`src/rtl/rx_read_aligner_pkg.sv`:
```
package rx_read_aligner_pkg;

  typedef enum logic [1:0] {
    ST_IDLE = 2'd0,
    ST_OFFS = 2'd1,
    ST_DATA = 2'd2,
    ST_PAD  = 2'd3
  } alignStateT;

  // Per-cycle strobes from control to datapath
  typedef struct packed {
    logic emit;    // push one byte into the packer
    logic padSel;  // push a zero byte instead of byteData
  } stepCmdT;

  // Low-bit mask of the alignment boundary; code 3 falls back to 4 bytes
  function automatic logic [4:0] alignMask(input logic [1:0] code);
    case (code)
      2'd1:    alignMask = 5'd15;
      2'd2:    alignMask = 5'd31;
      default: alignMask = 5'd3;
    endcase
  endfunction

endpackage

```
`src/rtl/rx_read_aligner_ctrl.sv`:
```
module rx_read_aligner_ctrl
  import rx_read_aligner_pkg::*;
#(
  parameter int LEN_W   = 11,
  parameter int OFS_W   = 5,
  parameter int CNT_W   = 12,
  parameter int CNT_LSB = 16
) (
  input  logic              clk,
  input  logic              rstN,
  input  logic              cfgWe,
  input  logic [31:0]       cfgData,
  input  logic              byteValid,
  input  logic [LEN_W-1:0]  pktLen,
  input  logic              stepOk,
  input  logic              popFire,
  input  logic              irqClr,
  output stepCmdT           step,
  output logic              byteReady,
  output logic              irq
);

  localparam logic [31:0] USED_MASK =
      ((32'd1 << OFS_W) - 32'd1) | (((32'd1 << CNT_W) - 32'd1) << CNT_LSB) | 32'hC000_0000;

  logic [OFS_W-1:0] cfgOfs;
  logic [1:0]       cfgAlign;
  logic [CNT_W-1:0] dmaLeft;

  alignStateT       state;
  logic [4:0]       curMask;
  logic [OFS_W-1:0] ofsLeft;
  logic [LEN_W-1:0] lenLeft;
  logic [4:0]       pos;
  logic [4:0]       posNext;
  logic             irqSet;
  logic             unusedCfgBits;

  assign unusedCfgBits = ^(cfgData & ~USED_MASK);

  assign posNext   = pos + 5'd1;
  assign step.emit = stepOk && ((state == ST_OFFS) || (state == ST_PAD) ||
                                ((state == ST_DATA) && byteValid));
  assign step.padSel = (state != ST_DATA);
  assign byteReady   = stepOk && (state == ST_DATA) && byteValid;

  // Configuration holding register
  always_ff @(posedge clk or negedge rstN) begin
    if (!rstN) begin
      cfgOfs   <= '0;
      cfgAlign <= '0;
    end else if (cfgWe) begin
      cfgOfs   <= cfgData[OFS_W-1:0];
      cfgAlign <= cfgData[31:30];
    end
  end

  // Per-packet sequencer: offset, data, pad
  always_ff @(posedge clk or negedge rstN) begin
    if (!rstN) begin
      state   <= ST_IDLE;
      curMask <= 5'd3;
      ofsLeft <= '0;
      lenLeft <= '0;
      pos     <= '0;
    end else begin
      case (state)
        ST_IDLE: if (byteValid) begin
          curMask <= alignMask(cfgAlign);
          ofsLeft <= cfgOfs;
          lenLeft <= pktLen;
          pos     <= '0;
          state   <= (cfgOfs != '0) ? ST_OFFS : ST_DATA;
        end
        ST_OFFS: if (step.emit) begin
          pos     <= posNext;
          ofsLeft <= ofsLeft - OFS_W'(1);
          if (ofsLeft == OFS_W'(1)) state <= ST_DATA;
        end
        ST_DATA: if (step.emit) begin
          pos     <= posNext;
          lenLeft <= lenLeft - LEN_W'(1);
          if (lenLeft == LEN_W'(1))
            state <= ((posNext & curMask) == 5'd0) ? ST_IDLE : ST_PAD;
        end
        default: if (step.emit) begin
          pos <= posNext;
          if ((posNext & curMask) == 5'd0) state <= ST_IDLE;
        end
      endcase
    end
  end

  // DMA word counter and sticky interrupt (set beats clear)
  assign irqSet = !cfgWe && popFire && (dmaLeft == CNT_W'(1));

  always_ff @(posedge clk or negedge rstN) begin
    if (!rstN) begin
      dmaLeft <= '0;
      irq     <= 1'b0;
    end else begin
      if (cfgWe)
        dmaLeft <= cfgData[CNT_LSB +: CNT_W];
      else if (popFire && (dmaLeft != '0))
        dmaLeft <= dmaLeft - CNT_W'(1);
      if (irqSet)
        irq <= 1'b1;
      else if (irqClr)
        irq <= 1'b0;
    end
  end

endmodule

```
`src/rtl/rx_read_aligner_dp.sv`:
```
module rx_read_aligner_dp
  import rx_read_aligner_pkg::*;
#(
  parameter int LANES = 4
) (
  input  logic         clk,
  input  logic         rstN,
  input  stepCmdT      step,
  input  logic [7:0]   byteData,
  input  logic         rdStrobe,
  output logic [31:0]  rdData,
  output logic         rdValid,
  output logic         stepOk,
  output logic         popFire
);

  localparam int LANE_W = $clog2(LANES);
  localparam logic [LANE_W-1:0] LAST = LANE_W'(LANES - 1);

  logic [LANE_W-1:0] lane;
  logic [7:0]        asmLane [LANES-1];
  logic [7:0]        byteIn;
  logic [31:0]       outWord;
  logic              outFull;
  logic [31:0]       fullWord;

  assign byteIn  = step.padSel ? 8'h00 : byteData;
  assign stepOk  = !((lane == LAST) && outFull);
  assign popFire = rdStrobe && outFull;
  assign rdData  = outWord;
  assign rdValid = outFull;

  // Lower lanes collect bytes until the top lane completes a word
  for (genvar g = 0; g < LANES - 1; g++) begin : gLane
    always_ff @(posedge clk or negedge rstN) begin
      if (!rstN)
        asmLane[g] <= '0;
      else if (step.emit && (lane == LANE_W'(g)))
        asmLane[g] <= byteIn;
    end
    assign fullWord[g*8 +: 8] = asmLane[g];
  end
  assign fullWord[31:24] = byteIn;

  always_ff @(posedge clk or negedge rstN) begin
    if (!rstN) begin
      lane    <= '0;
      outWord <= '0;
      outFull <= 1'b0;
    end else begin
      if (popFire) outFull <= 1'b0;
      if (step.emit) begin
        lane <= lane + LANE_W'(1);
        if (lane == LAST) begin
          outWord <= fullWord;
          outFull <= 1'b1;
        end
      end
    end
  end

endmodule

```
`src/rtl/rx_read_aligner.sv`:
```
module rx_read_aligner
  import rx_read_aligner_pkg::*;
#(
  parameter int LEN_W = 11,
  parameter int OFS_W = 5,
  parameter int CNT_W = 12
) (
  input  logic             clk,
  input  logic             rstN,
  input  logic             cfgWe,
  input  logic [31:0]      cfgData,
  input  logic             byteValid,
  input  logic [7:0]       byteData,
  input  logic [LEN_W-1:0] pktLen,
  output logic             byteReady,
  input  logic             rdStrobe,
  output logic [31:0]      rdData,
  output logic             rdValid,
  input  logic             irqClr,
  output logic             irq
);

  stepCmdT step;
  logic    stepOk;
  logic    popFire;

  rx_read_aligner_ctrl #(
    .LEN_W(LEN_W), .OFS_W(OFS_W), .CNT_W(CNT_W), .CNT_LSB(16)
  ) u_ctrl (
    .clk(clk), .rstN(rstN), .cfgWe(cfgWe), .cfgData(cfgData),
    .byteValid(byteValid), .pktLen(pktLen), .stepOk(stepOk),
    .popFire(popFire), .irqClr(irqClr), .step(step),
    .byteReady(byteReady), .irq(irq)
  );

  rx_read_aligner_dp #(.LANES(4)) u_dp (
    .clk(clk), .rstN(rstN), .step(step), .byteData(byteData),
    .rdStrobe(rdStrobe), .rdData(rdData), .rdValid(rdValid),
    .stepOk(stepOk), .popFire(popFire)
  );

endmodule

```
`config.mk`:
```
export PLATFORM = sky130hd
export DESIGN_NAME = rx_read_aligner
export DESIGN_NICKNAME = d
export VERILOG_FILES = /design/src/rtl/rx_read_aligner_pkg.sv /design/src/rtl/rx_read_aligner_ctrl.sv /design/src/rtl/rx_read_aligner_dp.sv /design/src/rtl/rx_read_aligner.sv
export SDC_FILE = /design/constraint.sdc
export NUM_CORES = 1
export LEC_CHECK = 0
export CAP_MARGIN = 20
export CORE_MARGIN = 4
export CORE_UTILIZATION = 50
export DETAILED_ROUTE_END_ITERATION = 6
export DONT_BUFFER_PORTS = 1
export PLACE_DENSITY_LB_ADDON = 0.1
export SKIP_CTS_REPAIR_TIMING = 1
export SLEW_MARGIN = 30
export SYNTH_ARGS = -nofsm -noshare
export SYNTH_HDL_FRONTEND = slang
export SYNTH_HIERARCHICAL = 1
export SYNTH_SLANG_ARGS = --single-unit
```
`constraint.sdc`:
```
create_clock -name clk -period 1.99 [get_ports clk]
set_input_delay 0.398 -clock clk [delete_from_list [all_inputs] [get_ports clk]]
set_output_delay 0.398 -clock clk [all_outputs]
set_load 0.02 [all_outputs]
```
---- Word-level counts from Yosys, hierarchy flattened ----
Cells that the tools add are included.
Widths: inputs -> output; s select.
storage, ports and cells
  bits in registers ....................... 107
  word-level logic and storage cells ...... 99
operators by class
  bitwise operators ....................... 1
  reduce and logical (&&, ||, !) cells .... 33
  muxes and demuxes ....................... 28
  equality and inequality tests ........... 17
  add/sub/neg operators ................... 5
operators by type and width
  operator               number
  $mux 5                 5
  $mux 12                2
  $mux 11                2
  $pmux 11 s2            1
  $pmux 5 s2             2
  $mux 2                 9
  $eq 12x1->1 const B    1
  $logic_and 1x1->1      12
  $reduce_bool 12->1     1
  $sub 12x1->12 const B  1
  $eq 11x1->1 const B    1
  $sub 11x1->11 const B  1
  $eq 2x2->1 const B     5
  $reduce_bool 2->1      5
  $mux 8                 1
  $ne 2x2->1 const B     4
  $reduce_and 7->1       1
  $eq 2x1->1 const B     3
  $pmux 2 s3             1
  $reduce_and 2->1       3
  $reduce_and 3->1       2
  $add 5x1->5 const B    1
  $and 5x5->5            1
  $eq 5x1->1 const B     1
  other kinds (10)       18

---- Logic depth before layout (Yosys ltp) ----
Gate-level depths: netlist of the first run.
  depth after elaboration ................. 7
  mapped depth ............................ 10

---- Modules after synthesis ----
The synthesis of the first run kept the hierarchy.
modules (own cells, without submodules)
  module                times used  cells each  area each (um^2)
  rx_read_aligner_ctrl  1           293         2,707.6
  rx_read_aligner_dp    1           144         2,469.9

---- Worst setup path after synthesis of the first run ----
No wires, ideal clock.
  path kind ............................... reg-to-reg
  from .................................... register u_ctrl.state[0]
  to ...................................... register u_ctrl.state[0]
  required time ........................... 1.865 ns
  stages on the path, launching flop included .. 10
  data arrival time ....................... 1.793 ns
  clock period less this slack ............ 1.918 ns
  setup slack ............................. 0.072 ns
  buffers on the path ..................... 2
  path through ............................ dfrtp_1 -> inv_1 -> ha_1 -> buf_2 -> and2_1 -> buf_2 -> o2bb2ai_1 -> a21oi_1 -> o311ai_1 -> mux2_2
on the way
  cells in the longest elaborated chain, start to end .. 6
  elaborated cells between the ends (all ways) .. 17
ends and longest elaborated chain
  item                                                              RTL line                                                text
  start, declared                                                   rx_read_aligner_ctrl.sv:30                              alignStateT state;
  start signal, assigned                                            rx_read_aligner_ctrl.sv:73                              state <= (cfgOfs != '0) ? ST_OFFS : ST_DATA;
  start signal, assigned                                            rx_read_aligner_ctrl.sv:84                              state <= ((posNext & curMask) == 5'd0) ? ST_IDLE : ST_PAD;
  $eq 2x1->1 (tied with other cells)                                rx_read_aligner_ctrl.sv:42, rx_read_aligner_ctrl.sv:67
  $logic_or 1x1->1 or $logic_and 1x1->1 (tied branches)             rx_read_aligner_ctrl.sv:42, rx_read_aligner_ctrl.sv:43
  $logic_or 1x1->1                                                  rx_read_aligner_ctrl.sv:42                              assign step.emit = stepOk && ((state == ST_OFFS) || (state == ST_PAD) ||
  $logic_and 1x1->1                                                 rx_read_aligner_ctrl.sv:42
  $ne 2x1->1 (no source line) or $reduce_bool 2->1 (tied branches)  n/a
  $reduce_and 7->1 (no source line)                                 n/a
Parallel ways exist; a longest one is shown, timed or not.
A chain may end at the register's enable or synchronous reset.

==> results.toml, run 1 <==
[pwr]
powerDensity_nw_per_um2 = 1490
seqPwrFrac_pct = 44.2
vdd_drop_max_mv = 0.705
swShare_pct = 39.1
internal_power_w = 0.00532
p_switching_w = 0.00341
p_clk_share_pct = 13.8
power.leakage_nw = 2.71
power.total_w = 0.00873
power_frac_comb_pct = 42.0

[placed_design]
gp_congestion = 0.807
placed_area_sq_um = 5470
port_buffers = 0
hpwl_um = 7010

[timing]
hold_viol_final = 104
grt_setup_unrepaired = "yes"
worst_pin_slew_ns = 0.456
whs_ns = -0.288
fin_setup_tns_ns = 0
finClkSkew_ns = 0.0150
max_slew_margin_pct = 69.6
max_freq_ghz = 0.503
final-max-slew-violation-count = 0
finalSetupViolCount = 0
min_period_ns = 1.99
fin_crit_sh_pct = 99.8

[cts]
cts.sinks = 104
cts_tree = "built"
root_buffer = "clkbuf_8"
clk_pin_slew_ns = 0.10
clockBufferDepth = 2
clock_latency_ns = 0.37
h-tree-depth = 3
cts-buffers-inserted = 9

[grt]
grt_usage_pct = 16.7
grt_pass1_vias = 3289
grt_use_met3_pct = 5.46
grt_antenna_before_repair = 0
grt_max_degree = 105
met1_usage_pct = 20.8
grtUsageMet2_pct = 27.4
grt_overflow_total = 0
grt_pass1_wl_um = 15700
gr-max-usage-layer = "met2"

[final_layout]
final-seq-area_sq_um = 2610
multi_input_area_sq_um = 2530
mostFrequentLayoutCell = "dfrtp_1"
insertedDiodeCount = 0
drive_gt1_share_pct = 32.4
fin_nets = 540
final.fill_count = 846
syn_to_final_growth_pct = 13.0
fin_area_sq_um = 5850
final_cell_mix = "dfrtp_1, o21ai_0, nand2_1, mux2_2, mux2_4"

[synthesis]
synth_cells = 437
synth_flop_cell = "dfrtp_1"
syn_area_per_cell_sq_um = 11.8
ys_seq_elements = 104
ys_seq_area_share_pct = 50.3
yosysWarnings = 6
async_flop_share_pct = 100
syn-cell-area_sq_um = 5180
synth_edf_count = 0
synth_fp_nets = 510
synth_cell_types = 60

[floorplanning]
die_w_um = 110
num_rows = 36
pin_count = 92
initial_utilization_pct = 52.2
core_sq_um = 9910
die_y_um = 110
dieArea_sq_um = 12000

[critical_path]
cp-start-kind = "register"
crit_family = "buffers and inverters"
required_ns = 2.24
cpMaxStageDelayCell = "dfrtp_1"
criticalPathCategory = "reg -> reg"
critical_path_arrival_ns = 2.24
path_cells = "inv_2 -> ha_4 -> a211o_1 -> nand2_4 -> clkinvlp_4 -> buf_6 -> nand2_8 -> buf_12 -> mux2_4"
crit_path_max_incr_delay_ns = 0.42
critPathMaxFanout = 11
reg2reg_slack_ns = 0.004
cp-end-kind = "register"
cp.buffers_inverters = 4

[drt]
drc = 0
post_drt_wl_per_cell_um = 16.5
ant_nets = 0
via_per_inst = 5.53
routed_wl_um = 9970
vias = 3343
first_pass_iters = 4
drt_iter0_drc = 152

[min_path]
hold_class = "in -> async"

[flow_run]
maxCapViolCount = 0

[run_status]
run_status = "finished, violations left"
violations = "hold timing"
## logic make-up after synthesis
group                    synth area share [%]
multiplexers                             17.1
adder cells (fa/ha/maj)                  3.87
buffers and inverters                    3.79
flip-flops                               50.3
AND/OR/NAND/NOR                          12.4
XOR/XNOR                                 2.20
AO/OA/AOI/OAI                            10.4
## final cells by class
| type | instances | share of cell area [%] |
|---|---|---|
| clock buffer | 10 | 2.18 |
| clock inverter | 6 | 0.941 |
| inverter | 23 | 1.54 |
| multi-input combinational | 297 | 43.2 |
| sequential | 104 | 44.5 |
| tap | 133 | 2.84 |
| timing repair buffer | 32 | 4.81 |
## cells in the mapped netlist (all sizes together) (2+ instances only)
| cell | instances | share of area, % |
|---|---|---|
| nand3 | 6 | 0.58 |
| mux2 | 67 | 17 |
| nor4 | 3 | 0.94 |
| nor2 | 12 | 0.87 |
| nand3b | 2 | 0.29 |
| o21ai | 39 | 3.8 |
| or2 | 3 | 0.36 |
| or3b | 2 | 0.34 |
| xnor2 | 6 | 1.0 |
| xor2 | 7 | 1.2 |
| inv | 22 | 1.6 |
| a21oi | 18 | 1.7 |
| a21o | 2 | 0.29 |
| dfrtp | 104 | 50 |
| o22ai | 8 | 1.1 |
| ha | 16 | 3.9 |
| buf | 8 | 1.8 |
| mux2i | 2 | 0.39 |
| and2 | 3 | 0.36 |
| nor2b | 12 | 1.4 |
| clkbuf | 5 | 0.36 |
| nor3 | 8 | 1.1 |
| a22oi | 4 | 0.58 |
| or4 | 3 | 0.51 |
| a22o | 2 | 0.34 |
| nand2 | 43 | 3.6 |
| nand4 | 4 | 0.48 |
| and3 | 3 | 0.36 |
| nor4b | 2 | 0.34 |
| a31o | 2 | 0.34 |
| a211oi | 2 | 0.29 |
## power groups by stage
stage	Combinational, W	Sequential (W)	Clock (W)
5_1_grt	0.00404	0.00399	0.00136
6_report	0.00367	0.00386	0.00121
3_3_place_gp	0.00315	0.00383	0
4_1_cts	0.00324	0.00383	0.00127
2_1_floorplan	0.00255	0.00369	0
3_5_place_dp	0.00324	0.00387	0
## sequential cells by signal, indices dropped and copies added (netlist names), 5 cells and up
name and cells:
u_ctrl/cfgOfs 5, u_ctrl/ofsLeft 5, u_ctrl/lenLeft 11, u_dp/asmLane 24
u_ctrl/dmaLeft 12, u_dp/rdData 32, u_ctrl/pos 5
## per-layer routing
| layer | part of all wire, % | vias to the layer above |
|---|---|---|
| met5 | 0 | - |
| met4 | 1.8 | 0 |
| met3 | 5.7 | 15 |
| met2 | 48 | 79 |
| met1 | 44 | 1642 |
| li1 | - | 1607 |
## final timing paths
kind,from,to,cells after the start
min,rstN,u_dp/rdData[0]$_DFFE_PN0P_,0
max reg2reg,u_ctrl/state[0]$_DFFE_PN0P_,u_dp/rdData[20]$_DFFE_PN0P_,9
max,u_ctrl/state[0]$_DFFE_PN0P_,u_dp/rdData[20]$_DFFE_PN0P_,9
max in group asynchronous,rstN,u_ctrl/lenLeft[0]$_DFFE_PN0P_,0
min in group clk,cfgWe,u_ctrl/dmaLeft[7]$_DFFE_PN0P_,1
min reg2reg,u_dp/asmLane[2]$_DFFE_PN0P_,u_dp/rdData[18]$_DFFE_PN0P_,1
## per-stage QoR
stage,hold slack [ns],utilization (%),instances,setup WS (ns)
3_5_place_dp,0.106,55.2,583,-0.0615
6_report,-0.288,59.1,605,0.00360
2_1_floorplan,0.102,-,437,0.0724
3_3_place_gp,0.106,55.2,583,-0.0249
5_1_grt,-0.334,59.1,605,-0.114
4_1_cts,-0.311,57.0,599,-0.109
Power figures use the tool's default switching activity.
==> run 2, diff against run 1 <==
--- a/config.mk
+++ b/config.mk
@@ -11,7 +11,6 @@
 export DETAILED_ROUTE_END_ITERATION = 6
 export DONT_BUFFER_PORTS = 1
 export PLACE_DENSITY_LB_ADDON = 0.1
-export SKIP_CTS_REPAIR_TIMING = 1
 export SLEW_MARGIN = 30
 export SYNTH_ARGS = -nofsm -noshare
 export SYNTH_HDL_FRONTEND = slang
==> run 2 against run 1 <==
The flow finishes with violations (hold timing, setup timing). Combinational power rose by 4%. Worst setup slack got worse by 0.019 ns. Flip-flop and latch count did not move. Clock skew rose by 0.0017 ns. Highest routed layer unchanged.
==> results.toml, run 2 (synthesized netlist as in run 1, its figures left out) <==
[floorplanning]
num_rows = 36
core_sq_um = 9910
pin_count = 92
die_w_um = 110
dieArea_sq_um = 12000
initial_utilization_pct = 52.2
die_y_um = 110

[drt]
drt_iter0_drc = 144
vias = 3346
first_pass_iters = 4
ant_nets = 0
routed_wl_um = 10200
drc = 0
via_per_inst = 5.54
post_drt_wl_per_cell_um = 16.9

[final_layout]
fin_nets = 539
largest_register_ffs = 32
insertedDiodeCount = 0
mostFrequentLayoutCell = "dfrtp_1"
final_cell_mix = "dfrtp_1, nand2_1, mux2_2"
drive_gt1_share_pct = 33.3
syn_to_final_growth_pct = 14.1

[cts]
clk_pin_slew_ns = 0.11
clockBufferDepth = 2
cts-buffers-inserted = 9
cts.sinks = 104
cts_tree = "built"
h-tree-depth = 3
root_buffer = "clkbuf_8"
clock_latency_ns = 0.37

[timing]
fin_crit_sh_pct = 101
final-max-slew-violation-count = 0
min_period_ns = 2.01
hold_viol_final = 104
finClkSkew_ns = 0.0167
finalSetupViolCount = 1
grt_setup_unrepaired = "yes"
whs_ns = -0.291
fin_ws_ns = -0.0151
max_freq_ghz = 0.499
max_slew_margin_pct = 69.4
worst_pin_slew_ns = 0.459

[critical_path]
path_cells = "inv_2 -> ha_4 -> or3b_4 -> o41ai_4 -> o311ai_4 -> mux2_4"
r2r_start = "u_ctrl/lenLeft[1]$_DFFE_PN0P_"
critical_path.startpoint = "u_ctrl/lenLeft[1]$_DFFE_PN0P_"
critical_path_arrival_ns = 2.27
criticalPathCategory = "reg -> reg"
crit_path_max_incr_delay_ns = 0.42
cp-end-kind = "register"
cpMaxStageDelayCell = "dfrtp_1"
required_ns = 2.25
cp-start-kind = "register"
critPathMaxFanout = 2
crit_family = "compound AO/OA/AOI/OAI gates"
cp.buffers_inverters = 1

[run_status]
run_status = "finished, violations left"
violations = "hold timing, setup timing"

[grt]
grt_overflow_total = 0
grt_pass1_vias = 3344
grt_max_degree = 105
grt_pass1_wl_um = 16100
grt_usage_pct = 17.2
grt_antenna_before_repair = 0

[placed_design]
gp_congestion = 0.807
hpwl_um = 7010
port_buffers = 0

[pwr]
p_clk_share_pct = 13.6
power.total_w = 0.00890
p_switching_w = 0.00349
power_frac_comb_pct = 42.9
seqPwrFrac_pct = 43.5
vdd_drop_max_mv = 0.792
swShare_pct = 39.3
powerDensity_nw_per_um2 = 1510
power.leakage_nw = 2.72
internal_power_w = 0.00540

[min_path]
hold_class = "in -> async"

[flow_run]
maxCapViolCount = 0
==> run 2: cell count changes in the layout (fill, tap and decap cells not counted), moves of 2 or more <==
cell	change
buf_4	-4
ha_1	-2
ha_2	+3
nand2_4	-2
o21ai_0	-2
o21ai_1	+2
==> run 2: what timing repair did <==
item / 4_1_cts / 5_1_grt
pin swaps: 4 / 3
gates cloned: 1 / 0
buffers inserted: 4 / 0
resized for setup: 17 / 30
hold endpoints to repair: 104 / 104
endpoints found under the setup margin: 56 / 58
==> run 2: layout make-up <==
class / count / area (sq um)
timing repair buffer: 31 / 315
sequential: 104 / 2610
inverter: 23 / 90.1
multi-input combinational: 297 / 2550
tap: 133 / 166
fill: 838 / 4000
clock inverter: 6 / 55.1
clock buffer: 10 / 128
==> run 2: path summary, 6_finish.rpt <==
kind                                                 endpoint  slack (ns)  cells past startpoint
worst max-delay path              u_ctrl/state[0]$_DFFE_PN0P_       -0.02                      6
worst min-delay path               u_dp/rdData[0]$_DFFE_PN0P_       -0.29                      0
worst max register to register    u_ctrl/state[0]$_DFFE_PN0P_       -0.02                      6
worst min register to register    u_dp/rdData[18]$_DFFE_PN0P_        0.51                      1
max in group asynchronous            u_dp/lane[1]$_DFFE_PN0P_        2.13                      0
min in group clk                u_ctrl/dmaLeft[7]$_DFFE_PN0P_        0.11                      1
==> run 2: power by group through the flow <==
stage / Combinational [W] / Sequential (W) / Clock [W]
CTS: 0.00355 / 0.00384 / 0.00127
floorplan: 0.00255 / 0.00369 / 0
global route: 0.00418 / 0.00398 / 0.00136
detailed placement: 0.00324 / 0.00387 / 0
global placement: 0.00315 / 0.00383 / 0
finish: 0.00381 / 0.00387 / 0.00121
==> run 2: metrics by stage <==
| step | worst slack, ns | TNS, ns | util, % | cell area, sq um | instances |
|---|---|---|---|---|---|
| final | -0.0151 | -0.0151 | 59.6 | 5910 | 604 |
| after detailed placement | -0.0615 | -2.37 | 55.2 | 5470 | 583 |
| after global routing | -0.0672 | -2.01 | 59.6 | 5910 | 604 |
| after floorplan | 0.0724 | 0 | - | 5180 | 437 |
| after CTS | -0.0132 | -0.0755 | 58.4 | 5790 | 604 |
| after global placement | -0.0249 | -0.491 | 55.2 | 5470 | 583 |
==> run 2: routing by layer <==
metal  up-vias  global-route usage (%)  wire, um
met4         0                    5.70       180
met5         -                       0         0
met1      1637                    21.2      4520
met3        17                    5.52       569
li1       1604                       -         -
met2        88                    28.5      4930
==> run 3, diff against run 2 <==
--- a/config.mk
+++ b/config.mk
@@ -7,10 +7,10 @@
 export LEC_CHECK = 0
 export CAP_MARGIN = 20
 export CORE_MARGIN = 4
-export CORE_UTILIZATION = 50
+export CORE_UTILIZATION = 45
 export DETAILED_ROUTE_END_ITERATION = 6
 export DONT_BUFFER_PORTS = 1
-export PLACE_DENSITY_LB_ADDON = 0.1
+export PLACE_DENSITY_LB_ADDON = 0.05
 export SLEW_MARGIN = 30
 export SYNTH_ARGS = -nofsm -noshare
 export SYNTH_HDL_FRONTEND = slang
==> run 3 against run 2 <==
The flow finishes with violations (hold timing). Total power is 4.7% higher. Non-clock buffer count is 8 higher. Global-route usage is 0.28 points lower. Sequential power is 1% lower. Via count hardly changed. Hold slack better by 0.033 ns. Worst setup slack better by 0.050 ns. Clock-buffer cell count is 1 higher. Cell count is 2.5% higher. Cell area is 1.5% higher. Critical path depth is 3 higher. Clock power is 43% higher.
==> results.toml, run 3 (synthesized netlist as in run 1, its figures left out) <==
[run_status]
run_status = "finished, violations left"
violations = "hold timing"

[critical_path]
criticalPathCategory = "reg -> reg"
crit_family = "buffers and inverters"
cp.buffers_inverters = 4
critPathMostFrequentCell = "buf_12"
crit_path_max_incr_delay_ns = 0.41
cpMaxStageDelayCell = "dfrtp_1"
critPathMaxFanout = 8
required_ns = 2.22
cp-start-kind = "register"
r2r_end = "u_dp/rdData[20]$_DFFE_PN0P_"
reg2reg_slack_ns = 0.04
reg2reg_depth = 9
r2r_start = "u_ctrl/state[0]$_DFFE_PN0P_"
cp-end-kind = "register"
critical_path_arrival_ns = 2.19
path_cells = "inv_2 -> ha_4 -> a211o_1 -> nand2_2 -> clkinvlp_4 -> nand2_8 -> buf_12 -> buf_12 -> mux2_4"

[drt]
first_pass_iters = 4
post_drt_wl_per_cell_um = 16.5
routed_wl_um = 10200
drt_iter0_drc = 168
ant_nets = 0
vias = 3349
via_per_inst = 5.41
drc = 0

[placed_design]
hpwl_um = 7020
port_buffers = 0
place_inst = 597
gp_congestion = 0.786

[pwr]
power.total_w = 0.00931
power_frac_comb_pct = 40.3
p_clk_share_pct = 18.6
powerDensity_nw_per_um2 = 1550
power.leakage_nw = 2.78
internal_power_w = 0.00589
p_switching_w = 0.00342
swShare_pct = 36.7
vdd_drop_max_mv = 0.926
seqPwrFrac_pct = 41.1

[grt]
grt_antenna_before_repair = 0
grt_overflow_total = 0
grt_max_degree = 105
grt_pass1_vias = 3503
grt_pass1_wl_um = 17500
grt_usage_pct = 16.9

[timing]
max_slew_margin_pct = 65.1
max_freq_ghz = 0.512
hold_viol_final = 104
fin_crit_sh_pct = 98.2
whs_ns = -0.257
final-max-slew-violation-count = 0
finalSetupViolCount = 0
min_period_ns = 1.95
grt_setup_unrepaired = "yes"
finClkSkew_ns = 0.00586
worst_pin_slew_ns = 0.523

[final_layout]
fin_cells = 619
insertedDiodeCount = 0
fin_nets = 547
largest_register_ffs = 32
final_util_pct = 54.4
mostFrequentLayoutCell = "dfrtp_1"
drive_gt1_share_pct = 32.6
final_cell_mix = "dfrtp_1, mux2_2, nand2_1"
syn_to_final_growth_pct = 15.9
final.fill_count = 971

[floorplanning]
core_sq_um = 11000
initial_utilization_pct = 46.9
die_w_um = 115
num_rows = 38
pin_count = 92
die_y_um = 115
dieArea_sq_um = 13300

[cts]
clockBufferDepth = 2
clk_pin_slew_ns = 0.07
root_buffer = "clkbuf_16"
h-tree-depth = 3
clock_latency_ns = 0.35
cts.sinks = 104
cts_tree = "built"
cts-buffers-inserted = 9

[flow_run]
maxCapViolCount = 0

[min_path]
hold_class = "in -> async"
## run 3: repair_timing
item	in CTS	in global routing
resized for setup	14	18
endpoints found under the hold margin	104	104
cloned	1	0
setup endpoints to repair	44	64
pin swaps	2	4
setup buffers	5	1
## run 3: worst max path at each step
stage                                 from                            to  slack (ns)  cells after the start
2_1_floorplan  u_ctrl/state[0]$_DFFE_PN0P_   u_ctrl/state[0]$_DFFE_PN0P_        0.07                      9
3_3_place_gp   u_ctrl/state[0]$_DFFE_PN0P_  u_dp/asmLane[19]$_DFFE_PN0P_       -0.01                      7
3_5_place_dp   u_ctrl/state[0]$_DFFE_PN0P_   u_dp/asmLane[1]$_DFFE_PN0P_       -0.06                      7
4_1_cts        u_ctrl/state[0]$_DFFE_PN0P_   u_dp/rdData[15]$_DFFE_PN0P_       0.005                      9
5_1_grt        u_ctrl/state[0]$_DFFE_PN0P_    u_dp/rdData[4]$_DFFE_PN0P_       -0.06                      9
6_report       u_ctrl/state[0]$_DFFE_PN0P_   u_dp/rdData[20]$_DFFE_PN0P_        0.04                      9
## run 3: power by group through the flow
stage | Clock [W] | Sequential [W] | Combinational [W]
final | 0.00173 | 0.00382 | 0.00376
after global routing | 0.00189 | 0.00396 | 0.00417
after CTS | 0.00182 | 0.00383 | 0.00370
after detailed placement | 0 | 0.00386 | 0.00335
after global placement | 0 | 0.00384 | 0.00328
after floorplan | 0 | 0.00369 | 0.00255
## run 3: final cells by class
cell class | instances | area, sq um | share of cell area, %
Clock inverter | 5 | 56.3 | 0.939
Clock buffer | 11 | 233 | 3.88
Timing Repair Buffer | 39 | 359 | 5.99
Multi-Input combinational cell | 297 | 2480 | 41.4
Tap cell | 140 | 175 | 2.92
Sequential cell | 104 | 2600 | 43.4
Inverter | 23 | 90.1 | 1.50
## run 3: metal layers
metal / share of wire, % / GRT usage, % / up-vias
li1: - / - / 1633
met4: 2.0 / 6.26 / 0
met5: 0 / 0 / -
met3: 5.8 / 5.42 / 14
met2: 46 / 26.4 / 71
met1: 46 / 22.1 / 1631
## run 3: worst register-to-register path: cells and delay by family, from the launching register on
kind                     cells  cell delay (ns)
AO/OA/AOI/OAI                1             0.26
adder cells (fa/ha/maj)      1             0.16
buffers and inverters        4             0.47
flip-flops                   1             0.41
multiplexers                 1             0.30
AND/OR/NAND/NOR              2             0.23
## run 3: through the flow
stage | area, sq um | setup slack [ns] | hold slack (ns) | TNS, ns
floorplan | 5180 | 0.0724 | 0.102 | 0
global placement | 5530 | -0.00965 | 0.105 | -0.0810
detailed placement | 5530 | -0.0576 | 0.105 | -1.29
CTS | 5960 | 0.00488 | -0.281 | 0
global route | 6000 | -0.0575 | -0.280 | -1.51
finish | 6000 | 0.0354 | -0.257 | 0
